`config.mk`:
```
export PLATFORM = sky130hd
export DESIGN_NAME = mem_scrub_engine
export DESIGN_NICKNAME = d
export VERILOG_FILES = /design/src/rtl/scrub_pkg.sv /design/src/rtl/scrub_window.sv /design/src/rtl/scrub_pattern.sv /design/src/rtl/scrub_report.sv /design/src/rtl/mem_scrub_engine.sv
export SDC_FILE = /design/constraint.sdc
export NUM_CORES = 1
export LEC_CHECK = 0
export ABC_CLOCK_PERIOD_IN_PS = 13500
export BUFFER_PORTS_ARGS = -buffer_cell sky130_fd_sc_hd__clkbuf_2
export CAP_MARGIN = 0
export CELL_PAD_IN_SITES_DETAIL_PLACEMENT = 1
export CELL_PAD_IN_SITES_GLOBAL_PLACEMENT = 1
export CORE_MARGIN = 2
export CORE_UTILIZATION = 45
export DETAILED_ROUTE_END_ITERATION = 12
export PLACE_DENSITY = 0.95
export SYNTH_ARGS = -nofsm -noshare
export SYNTH_HDL_FRONTEND = slang
export SYNTH_SLANG_ARGS = --single-unit
```
`constraint.sdc`:
```
create_clock -name clk -period 13.5 [get_ports clk]
set_input_delay 2.025 -clock clk [delete_from_list [all_inputs] [get_ports clk]]
set_output_delay 2.025 -clock clk [all_outputs]
set_load 0.02 [all_outputs]
```
`src/rtl/scrub_pkg.sv`:
```
package scrub_pkg;
  typedef enum logic [2:0] {
    PH_IDLE,
    PH_FILL,
    PH_READ,
    PH_COMPARE,
    PH_REPORT,
    PH_REPAIR,
    PH_NEXT
  } scrub_phase_e;
endpackage

```
`src/rtl/scrub_window.sv`:
```
// Window address walker with sweep counter.
module scrub_window #(
  parameter int ADDR_W    = 8,
  parameter int PASS_W    = 16,
  parameter int WIN_START = 32,
  parameter int END_FULL  = 255,
  parameter int END_SHORT = 128
) (
  input  logic              clk,
  input  logic              rst_n,
  input  logic              restart,
  input  logic              advance,
  input  logic              count_pass,
  input  logic              short_sel,
  output logic [ADDR_W-1:0] addr,
  output logic              at_end,
  output logic [PASS_W-1:0] pass
);
  localparam logic [ADDR_W-1:0] A_START = ADDR_W'(WIN_START);
  localparam logic [ADDR_W-1:0] A_EF    = ADDR_W'(END_FULL);
  localparam logic [ADDR_W-1:0] A_ES    = ADDR_W'(END_SHORT);

  assign at_end = (addr == (short_sel ? A_ES : A_EF));

  always_ff @(posedge clk) begin
    if (!rst_n) begin
      addr <= A_START;
      pass <= '0;
    end else if (restart) begin
      addr <= A_START;
      pass <= '0;
    end else if (advance) begin
      addr <= at_end ? A_START : addr + 1'b1;
      if (at_end && count_pass) pass <= pass + 1'b1;
    end
  end
endmodule

```
`src/rtl/scrub_pattern.sv`:
```
// Expected byte for an address, plain or banked.
module scrub_pattern #(
  parameter int ADDR_W    = 8,
  parameter int DATA_W    = 8,
  parameter int WIN_START = 32,
  parameter int END_FULL  = 255,
  parameter int END_SHORT = 128,
  parameter int NUM_BANKS = 4,
  parameter logic [DATA_W-1:0] PAT_BASE = 8'h55,
  parameter logic [DATA_W-1:0] PAT_ALT  = 8'hAA
) (
  input  logic [ADDR_W-1:0] addr,
  input  logic              short_sel,
  input  logic              bank_sel,
  output logic [DATA_W-1:0] expected
);
  localparam int BW = $clog2(NUM_BANKS);
  localparam int SW = ADDR_W + BW + 1;
  localparam logic [SW-1:0] LEN_F = SW'(END_FULL - WIN_START + 1);
  localparam logic [SW-1:0] LEN_S = SW'(END_SHORT - WIN_START + 1);

  logic [ADDR_W-1:0] offset;
  logic [SW-1:0]     scaled;
  logic [SW-1:0]     bank;

  always_comb begin
    offset = addr - ADDR_W'(WIN_START);
    scaled = SW'(offset) * SW'(NUM_BANKS);
    bank   = scaled / (short_sel ? LEN_S : LEN_F);
    if (!bank_sel)                   expected = PAT_BASE;
    else if ((bank & SW'(1)) != '0)  expected = PAT_BASE;
    else                             expected = PAT_ALT;
  end
endmodule

```
`src/rtl/scrub_report.sv`:
```
// One-entry error record holder with valid/ready output.
module scrub_report #(
  parameter int ADDR_W = 8,
  parameter int DATA_W = 8,
  parameter int PASS_W = 16
) (
  input  logic              clk,
  input  logic              rst_n,
  input  logic              capture,
  input  logic [ADDR_W-1:0] cap_addr,
  input  logic [DATA_W-1:0] cap_obs,
  input  logic [DATA_W-1:0] cap_exp,
  input  logic [PASS_W-1:0] cap_pass,
  input  logic              ready,
  output logic              valid,
  output logic [ADDR_W-1:0] r_addr,
  output logic [DATA_W-1:0] r_obs,
  output logic [DATA_W-1:0] r_exp,
  output logic [PASS_W-1:0] r_pass
);
  always_ff @(posedge clk) begin
    if (!rst_n) begin
      valid  <= 1'b0;
      r_addr <= '0;
      r_obs  <= '0;
      r_exp  <= '0;
      r_pass <= '0;
    end else if (capture) begin
      valid  <= 1'b1;
      r_addr <= cap_addr;
      r_obs  <= cap_obs;
      r_exp  <= cap_exp;
      r_pass <= cap_pass;
    end else if (valid && ready) begin
      valid <= 1'b0;
    end
  end
endmodule

```
`src/rtl/mem_scrub_engine.sv`:
```
module mem_scrub_engine #(
  parameter int ADDR_W        = 8,
  parameter int DATA_W        = 8,
  parameter int PASS_W        = 16,
  parameter int WIN_START     = 32,
  parameter int WIN_END_FULL  = 255,
  parameter int WIN_END_SHORT = 128,
  parameter int NUM_BANKS     = 4,
  parameter logic [DATA_W-1:0] PAT_BASE = 8'h55,
  parameter logic [DATA_W-1:0] PAT_ALT  = 8'hAA
) (
  input  logic              clk,
  input  logic              rst_n,
  input  logic              enable,
  input  logic              short_window,
  input  logic              bank_mode,
  output logic              mem_req,
  output logic              mem_we,
  output logic [ADDR_W-1:0] mem_addr,
  output logic [DATA_W-1:0] mem_wdata,
  input  logic [DATA_W-1:0] mem_rdata,
  output logic              rpt_valid,
  input  logic              rpt_ready,
  output logic [ADDR_W-1:0] rpt_addr,
  output logic [DATA_W-1:0] rpt_observed,
  output logic [DATA_W-1:0] rpt_expected,
  output logic [PASS_W-1:0] rpt_pass,
  output logic              stuck_flag
);
  import scrub_pkg::*;

  scrub_phase_e      phase, phase_nxt;
  logic              short_q, bank_q, verify_q, stuck_q;
  logic              restart, advance, count_pass;
  logic [ADDR_W-1:0] cur_addr;
  logic              at_end;
  logic [PASS_W-1:0] pass_cnt;
  logic [DATA_W-1:0] exp_byte;
  logic              mismatch, capture;

  scrub_window #(
    .ADDR_W(ADDR_W), .PASS_W(PASS_W), .WIN_START(WIN_START),
    .END_FULL(WIN_END_FULL), .END_SHORT(WIN_END_SHORT)
  ) u_win (
    .clk(clk), .rst_n(rst_n), .restart(restart), .advance(advance),
    .count_pass(count_pass), .short_sel(short_q),
    .addr(cur_addr), .at_end(at_end), .pass(pass_cnt)
  );

  scrub_pattern #(
    .ADDR_W(ADDR_W), .DATA_W(DATA_W), .WIN_START(WIN_START),
    .END_FULL(WIN_END_FULL), .END_SHORT(WIN_END_SHORT),
    .NUM_BANKS(NUM_BANKS), .PAT_BASE(PAT_BASE), .PAT_ALT(PAT_ALT)
  ) u_pat (
    .addr(cur_addr), .short_sel(short_q), .bank_sel(bank_q),
    .expected(exp_byte)
  );

  scrub_report #(.ADDR_W(ADDR_W), .DATA_W(DATA_W), .PASS_W(PASS_W)) u_rpt (
    .clk(clk), .rst_n(rst_n), .capture(capture),
    .cap_addr(cur_addr), .cap_obs(mem_rdata), .cap_exp(exp_byte),
    .cap_pass(pass_cnt), .ready(rpt_ready), .valid(rpt_valid),
    .r_addr(rpt_addr), .r_obs(rpt_observed), .r_exp(rpt_expected),
    .r_pass(rpt_pass)
  );

  assign mismatch = (mem_rdata != exp_byte);
  assign capture  = (phase == PH_COMPARE) && mismatch;

  // RAM master outputs
  assign mem_req    = (phase == PH_FILL) || (phase == PH_READ) || (phase == PH_REPAIR);
  assign mem_we     = (phase == PH_FILL) || (phase == PH_REPAIR);
  assign mem_addr   = cur_addr;
  assign mem_wdata  = exp_byte;
  assign stuck_flag = stuck_q;

  always_comb begin
    phase_nxt  = phase;
    restart    = 1'b0;
    advance    = 1'b0;
    count_pass = 1'b0;
    unique case (phase)
      PH_IDLE: if (enable) begin
        phase_nxt = PH_FILL;
        restart   = 1'b1;
      end
      PH_FILL: begin
        advance = 1'b1;
        if (!enable)     phase_nxt = PH_IDLE;
        else if (at_end) phase_nxt = PH_READ;
      end
      PH_READ:    phase_nxt = PH_COMPARE;
      PH_COMPARE: phase_nxt = mismatch ? PH_REPORT : PH_NEXT;
      PH_REPORT:  if (rpt_valid && rpt_ready)
                    phase_nxt = verify_q ? PH_NEXT : PH_REPAIR;
      PH_REPAIR:  phase_nxt = PH_READ;
      PH_NEXT: begin
        advance    = 1'b1;
        count_pass = 1'b1;
        phase_nxt  = enable ? PH_READ : PH_IDLE;
      end
      default:    phase_nxt = PH_IDLE;
    endcase
  end

  always_ff @(posedge clk) begin
    if (!rst_n) begin
      phase    <= PH_IDLE;
      short_q  <= 1'b0;
      bank_q   <= 1'b0;
      verify_q <= 1'b0;
      stuck_q  <= 1'b0;
    end else begin
      phase <= phase_nxt;
      if (phase == PH_IDLE && enable) begin
        short_q <= short_window;
        bank_q  <= bank_mode;
      end
      if (phase == PH_REPAIR)                        verify_q <= 1'b1;
      else if (phase == PH_NEXT || phase == PH_IDLE) verify_q <= 1'b0;
      if (capture && verify_q) stuck_q <= 1'b1;
    end
  end
endmodule

```
==> flow_summary_export.csv, run 1 <==
group,metric,value,unit
drt,first_pass_iters,6,
sta,hold_viol,0,
die,start_util,0.458,
sta,fin_skew,0.00778,ns
setup_path,crit_type,"register to output pin",
die,io_pins,74,
cells_and_area,nNetsFinal,557,
sta,min_period,8.24,ns
clock_network,clock_path_buffers,2,
global_routing,antenna_found_initial,0,
yosys,synth_async_sr_flop_share,0,
clock_network,postCtsHoldBufs,0,
sta,tightest_slew,0.722,ns
drt,route.vias.total,3760,
setup_path,reg2reg_depth,23,
setup_path,r2r-end,"u_rpt.r_pass[3]",
clock_network,clockRootBuffer,"clkbuf_8",
yosys,synth_seq_cells,66,
power,seqPwrFrac,0.496,
cells_and_area,antenna_cells,0,
yosys,avgSynthCellArea,8.23,µm²
global_routing,grt_max_degree,76,
clock_network,cts_num_sinks,66,
cells_and_area,area_growth,11.7,%
die,core,0.00864,mm²
worst_hold_path,hold_class,"register to register",
global_routing,grt_pass1_wl,18.7,mm
drt,drc,0,
sta,slew_viol_final,0,
sta,setup_tns,0,ns
sta,setup_viol,0,
global_routing,overflow,0,
power,clockPowerShare,0.396,
setup_path,worstSetupPathDepth,22,
yosys,synth_edf_count,0,
cells_and_area,drive_gt1_frac,0.193,
setup_path,slowest_stage,"dfxtp_1",
drt,drtIter0Drc,187,
yosys,syn_area,0.00395,mm²
setup_path,crit_path_cell_trace,"inv_1 > ha_1 > nor2_1 > nand4b_1 > a311oi_1 > ha_1 > or3b_2 > a21o_1 > nor4_1 > a311oi_1 > a311oi_2 > or2_0 > a21oi_1 > o21ai_0 > o21ai_0 > ha_1 > nand2b_1 > a21oi_1 > nand4_1 > a21o_4 > inv_4 > clkbuf_2",
setup_path,crit_path_start,"short_q",
cells_and_area,nFillCells,1097,
yosys,synth_nets,507,
setup_path,worstPathRequired,11.48,ns
sta,rsz0062_at_grt,"false",
power,ir_drop,0.0602,mV
clock_network,cts_setup_buffers,0,
status,status,"complete, no violations",
cells_and_area,final_util,0.511,
setup_path,startpoint_type,"register",
setup_path,crit_family,"compound AO/OA/AOI/OAI gates",
sta,max_freq,121,MHz
setup_path,path_max_fanout,15,
place,place.gp.congestion,0.949,
place,dpl_cell_area,0.00423,mm²
clock_network,worstSkewPairLatency,0.34,ns
die,die_w,97.7,µm
place,port_buffers,73,
power,switching_share,0.272,
die,die_h,97.7,µm
drt,viasPerCell,5.86,
setup_path,crit_arrival,6.21,ns
yosys,synthCells,480,
clock_network,post_cts_resized,0,
clock_network,cts_buffers,9,
sta,post-route-period-util,0.610,
global_routing,grt_use_total,0.237,
power,comb_power_share,0.108,
setup_path,crit_end,"mem_wdata[3]",
cells_and_area,fin_area,0.00442,mm²
drt,wire_per_inst,17.9,µm
clock_network,tritoncts,"yes",
sta,slew_headroom,0.519,
run,cap_violations,0,
yosys,yosys_warnings,0,
drt,ant_nets,0,
die,rows,34,
setup_path,cpPeakStageDelay,0.67,ns
clock_network,clk_pin_slew,0.07,ns
power,p_int,0.000295,W
power,power_density,91.7,mW/mm²
yosys,synth_flop_cell,"dfxtp_1",
setup_path,crit_path_end_kind,"output pin",
yosys,synth.distinct_cells,64,
clock_network,htree_num_levels,3,
setup_path,crit_top_cell,"ha_1",
power,power_leakage,1.72,nW
drt,wl,11.5,mm
global_routing,grt_pass1_vias,3905,
sta,worst_slack,5.26,ns
setup_path,r2r_slack,6.81,ns
yosys,ys_seq_area_frac,0.334,
place,post-place-ws,5.77,ns
power,power.switching,0.000110,W
place,dp_hpwl,8.27,mm
cells_and_area,layout_commonest_cell,"nand2_1",
die,die_area,0.00955,mm²
cells_and_area,final_cell_mix,"nand2_1 (96), clkbuf_2 (73), dfxtp_1 (66)",
setup_path,regToRegStartpoint,"short_q",
setup_path,cp_num_buf_inv,3,
## area by class of cell
type	instances	area, µm²	share of cell area
Multi-Input combinational cell	366	2350	0.532
Sequential cell	66	1320	0.299
Timing Repair Buffer	75	380	0.0861
Tap cell	108	135	0.0306
Clock buffer	9	124	0.0281
Clock inverter	6	58.8	0.0133
Inverter	12	47.5	0.0108
## Yosys cell counts, types with 3 or more instances
cell      number  area share
a211oi_1       3      0.0057
a21boi_0       4      0.0076
a21o_1         3      0.0057
a21oi_1       13       0.016
a311oi_1       4      0.0089
a31oi_1        7       0.011
and3_1        10       0.016
buf_12         3       0.015
buf_4         13       0.025
clkbuf_1      18       0.017
dfxtp_1       66        0.33
ha_1          13       0.041
inv_1         11       0.010
mux2i_1       36       0.091
nand2_1       96       0.091
nand2b_1       9       0.014
nand3_1       14       0.018
nand4_1        9       0.014
nor2_1        34       0.032
nor2b_1        7       0.011
nor3_1         6      0.0076
nor3b_1        3      0.0057
nor4bb_1       4       0.010
o21a_1         3      0.0057
o21ai_0       16       0.020
o31ai_1        3      0.0057
or3_1         10       0.016
xnor2_1        6       0.013
xor2_1        14       0.031
## how the worst min path moves through the flow
stage                           from               end  slack, ns  depth (start not counted)
finish                u_rpt.r_obs[6]    u_rpt.r_obs[6]       0.46                          2
global placement     u_rpt.r_addr[6]   u_rpt.r_addr[6]       0.44                          2
detailed placement    u_rpt.r_obs[6]    u_rpt.r_obs[6]       0.45                          2
global route         u_rpt.r_pass[5]   u_rpt.r_pass[5]       0.49                          2
floorplan             u_win.pass[15]  u_rpt.r_pass[15]       0.44                          2
CTS                 u_rpt.r_pass[10]  u_rpt.r_pass[10]       0.47                          2
## routing by layer
layer  track usage  vias to the layer above  wire [µm]
met4        0.0887                        0        235
met3        0.0374                       24        540
met2         0.431                       99       5850
li1              -                     1775          -
met1         0.279                     1862       4840
met5             0                        -          0
## per-stage QoR
| step | instances | hold WS (ns) | power, W |
|---|---|---|---|
| after detailed placement | 627 | 0.448 | 0.000249 |
| final | 642 | 0.463 | 0.000405 |
| after global placement | 627 | 0.442 | 0.000247 |
| after CTS | 642 | 0.465 | 0.000406 |
| after floorplan | 480 | 0.443 | 0.000238 |
| after global routing | 642 | 0.486 | 0.000420 |
## worst reg2reg max path, cell delays in order, from the launching register on
cell and delay, ns:
dfxtp_1 0.67, inv_1 0.23, ha_1 0.40, nor2_1 0.27, nand4b_1 0.18, a311oi_1 0.51, ha_1 0.25, or3b_2 0.50
a21o_1 0.23, nor4_1 0.21, a311oi_1 0.15, a311oi_2 0.47, or2_0 0.33, a21oi_1 0.07, o21ai_0 0.16, o21ai_0 0.11
ha_1 0.20, nand2b_1 0.13, a21oi_1 0.12, nand4_1 0.15, a211o_1 0.38, o21ai_4 0.08, buf_4 0.47, mux2i_1 0.33
## state kept, by name, indices dropped and copies added (netlist names)
signal / cells
u_win.pass: 16
u_win.addr: 8
short_q: 1
bank_q: 1
phase: 3
u_rpt.r_exp: 2
u_rpt.r_pass: 16
u_rpt.valid: 1
u_rpt.r_addr: 8
stuck_flag: 1
u_rpt.r_obs: 8
verify_q: 1
## logic make-up after synthesis
kind of cell / count (synthesis) / synth area share
fa+ha+maj: 13 / 0.0412
flops: 66 / 0.334
mux: 37 / 0.0940
buf+inv: 48 / 0.0715
xor+xnor: 20 / 0.0443
simple gates: 218 / 0.272
compound gates: 78 / 0.143
## power groups by stage
stage / combinational [W] / sequential, W / clock [W]
floorplan: 0.0000335 / 0.000204 / 0
global placement: 0.0000415 / 0.000205 / 0
detailed placement: 0.0000432 / 0.000205 / 0
CTS: 0.0000436 / 0.000201 / 0.000162
global route: 0.0000478 / 0.000201 / 0.000171
finish: 0.0000437 / 0.000201 / 0.000160
Note: power is estimated with default switching activity, not from simulation.
==> inputs of run 2 (changes only) <==
--- a/config.mk
+++ b/config.mk
@@ -5,15 +5,16 @@
 export SDC_FILE = /design/constraint.sdc
 export NUM_CORES = 1
 export LEC_CHECK = 0
-export ABC_CLOCK_PERIOD_IN_PS = 13500
+export ABC_AREA = 1
+export ABC_CLOCK_PERIOD_IN_PS = 8400
 export BUFFER_PORTS_ARGS = -buffer_cell sky130_fd_sc_hd__clkbuf_2
 export CAP_MARGIN = 0
 export CELL_PAD_IN_SITES_DETAIL_PLACEMENT = 1
 export CELL_PAD_IN_SITES_GLOBAL_PLACEMENT = 1
 export CORE_MARGIN = 2
-export CORE_UTILIZATION = 45
+export CORE_UTILIZATION = 40
 export DETAILED_ROUTE_END_ITERATION = 12
-export PLACE_DENSITY = 0.95
+export PLACE_DENSITY = 0.92
 export SYNTH_ARGS = -nofsm -noshare
 export SYNTH_HDL_FRONTEND = slang
 export SYNTH_SLANG_ARGS = --single-unit
==> constraint.sdc (replaced) <==
create_clock -name clk -period 8.4 [get_ports clk]
set_input_delay 1.26 -clock clk [delete_from_list [all_inputs] [get_ports clk]]
set_output_delay 1.26 -clock clk [all_outputs]
set_load 0.02 [all_outputs]
==> run 2 against run 1 <==
  * Power is 78% higher
  * Hold slack better by 0.020 ns
  * Clock-buffer cell count is 3 higher
  * Sequential power is 63% higher
  * Core utilization is 5.1 points lower
  * Design area is 7.2% higher
  * Combinational power grew to 2.7 times the previous value
  * Non-clock buffer count is 2 lower
  * Critical path type unchanged
==> flow_summary_export.csv, run 2 <==
group,metric,value,unit
setup_path,crit_top_cell,"ha_1",
yosys,synth_flop_cell,"dfxtp_1",
setup_path,cpPeakStageDelay,0.56,ns
power,power_density,152,mW/mm²
run,cap_violations,0,
setup_path,r2r_slack,2.33,ns
cells_and_area,final_cell_mix,"nand2_1 (154), nor2_1 (94), inv_1 (92)",
setup_path,crit_type,"register to output pin",
worst_hold_path,whs_path_depth,2,
cells_and_area,fin_area,0.00473,mm²
drt,viasPerCell,4.99,
yosys,synth_async_sr_flop_share,0,
die,die_h,106,µm
die,die_area,0.0113,mm²
sta,tightest_slew,0.885,ns
clock_network,cts_num_sinks,66,
global_routing,grt_max_degree,68,
clock_network,tritoncts,"yes",
setup_path,worstPathRequired,7.14,ns
drt,wl,11.8,mm
drt,drtIter0Drc,202,
yosys,yosys_warnings,0,
power,power.switching,0.000212,W
setup_path,reg2reg_depth,29,
die,rows,37,
drt,first_pass_iters,4,
sta,setup_viol,0,
power,power_leakage,2.35,nW
setup_path,slowest_stage,"dfxtp_1",
clock_network,clock_path_buffers,2,
setup_path,regToRegStartpoint,"short_q",
place,port_buffers,73,
worst_hold_path,min_from,"stuck_flag",
sta,setup_tns,0,ns
power,seqPwrFrac,0.455,
cells_and_area,drive_gt1_frac,0.221,
place,dp_hpwl,9.17,mm
yosys,synth_area_leaders,"dfxtp_1 (31%), nand2_1 (14%), nor2_1 (8.4%), inv_1 (8.2%), nor2_2 (4.9%)",
setup_path,r2r-end,"u_rpt.r_pass[2]",
global_routing,grt_pass1_vias,4305,
setup_path,crit_path_end_kind,"output pin",
sta,hold_viol,0,
yosys,synth.distinct_cells,43,
clock_network,clk_pin_slew,0.07,ns
worst_hold_path,whs_endpoint,"stuck_flag",
sta,min_period,6.68,ns
yosys,synth_top_cell_by_area,"dfxtp_1",
yosys,synth_edf_count,0,
place,place.gp.congestion,0.889,
yosys,avgSynthCellArea,6.60,µm²
die,io_pins,74,
sta,max_freq,150,MHz
status,status,"complete, no violations",
setup_path,crit_path_start,"short_q",
drt,route.vias.total,4180,
yosys,synth_seq_cells,66,
sta,slew_viol_final,0,
place,post-place-ws,2.10,ns
setup_path,crit_arrival,5.42,ns
setup_path,startpoint_type,"register",
clock_network,htree_num_levels,3,
clock_network,postCtsHoldBufs,0,
clock_network,clockRootBuffer,"clkbuf_8",
global_routing,grt_pass1_wl,19.8,mm
die,die_w,106,µm
global_routing,antenna_found_initial,0,
clock_network,worstSkewPairLatency,0.34,ns
die,start_util,0.409,
clock_network,cts_buffers,9,
drt,drc,0,
sta,post-route-period-util,0.795,
yosys,synthCells,637,
power,ir_drop,0.0720,mV
sta,rsz0062_at_grt,"false",
cells_and_area,area_growth,12.7,%
global_routing,grt_use_total,0.214,
drt,wire_per_inst,14.1,µm
cells_and_area,nNetsFinal,723,
power,switching_share,0.294,
clock_network,cts_setup_buffers,0,
power,p_int,0.000508,W
setup_path,path_max_fanout,9,
cells_and_area,layout_commonest_cell,"nand2_1",
place,dpl_cell_area,0.00453,mm²
cells_and_area,fin_cells,837,
die,core,0.0103,mm²
cells_and_area,reg_top3,"u_rpt.r_pass (16), u_win.pass (16)",
power,comb_power_share,0.164,
drt,ant_nets,0,
global_routing,overflow,0,
cells_and_area,nFillCells,1425,
sta,worst_slack,1.72,ns
cells_and_area,antenna_cells,0,
yosys,synth_nets,664,
worst_hold_path,hold_class,"register to register",
sta,fin_skew,0.0116,ns
clock_network,post_cts_resized,0,
place,dp_cells,821,
yosys,yosysTopAreaCellShare,0.314,
sta,slew_headroom,0.410,
yosys,yosysMostFrequentCell,"nand2_1",
yosys,ys_seq_area_frac,0.314,
yosys,synthTopCellsByCount,"nand2_1 (154), nor2_1 (94), inv_1 (92)",
yosys,syn_area,0.00420,mm²
power,clockPowerShare,0.382,
-- run 2: critical path, delay by kind of cell, from the launching register on --
| family | cells | cell delay (ns) |
|---|---|---|
| AOI/OAI and AO/OA | 2 | 0.35 |
| adders and majority gates | 4 | 1.20 |
| xor gates and xnor gates | 2 | 0.24 |
| buffers and inverters | 3 | 0.59 |
| and+or+nand+nor | 15 | 2.15 |
| DFF | 1 | 0.56 |
-- run 2: worst max-delay path by stage --
| stage | end | depth (start not counted) |
|---|---|---|
| 2_1_floorplan | mem_wdata[3] | 26 |
| 3_3_place_gp | mem_wdata[1] | 26 |
| 3_5_place_dp | mem_wdata[5] | 26 |
| 4_1_cts | mem_wdata[5] | 26 |
| 5_1_grt | mem_wdata[5] | 26 |
| 6_report | mem_wdata[5] | 26 |
-- run 2: power groups by stage --
stage | Sequential (W) | Clock, W | Combinational [W]
6_report | 0.000327 | 0.000275 | 0.000118
5_1_grt | 0.000328 | 0.000295 | 0.000132
4_1_cts | 0.000327 | 0.000281 | 0.000118
3_5_place_dp | 0.000334 | 0 | 0.000117
3_3_place_gp | 0.000334 | 0 | 0.000112
2_1_floorplan | 0.000338 | 0 | 0.0000818
-- run 2: cell families (layout without fill, tap and decap cells) --
logic type	Yosys count	in the layout	synth area share
XOR/XNOR	9	9	0.0188
AO/OA/AOI/OAI	43	43	0.0611
AND/OR/NAND/NOR	384	384	0.431
adder cells (fa/ha/maj)	13	13	0.0387
buffers and inverters	122	186	0.136
flip-flops	66	66	0.314
-- run 2: metrics by stage --
stage	hold slack [ns]	util	total power (W)
floorplan	0.431	-	0.000420
global placement	0.446	0.441	0.000446
detailed placement	0.467	0.441	0.000452
CTS	0.476	0.461	0.000726
global route	0.496	0.461	0.000755
finish	0.483	0.461	0.000720
-- run 2: cell type report --
| type | count | area, µm² | area share |
|---|---|---|---|
| Inverter | 97 | 364 | 0.0769 |
| Multi-Input combinational cell | 449 | 2310 | 0.487 |
| Clock inverter | 4 | 50.0 | 0.0106 |
| Tap cell | 136 | 170 | 0.0360 |
| Timing Repair Buffer | 73 | 365 | 0.0772 |
| Clock buffer | 12 | 155 | 0.0328 |
| Sequential cell | 66 | 1320 | 0.279 |
-- run 2: per-layer routing --
metal	vias to the layer above	routed length (µm)	GRT usage	share of wire
li1	2086	-	-	-
met1	1974	5070	0.248	0.43
met2	93	5950	0.387	0.50
met3	27	532	0.0533	0.045
met4	0	243	0.0659	0.021
met5	-	0	0	0
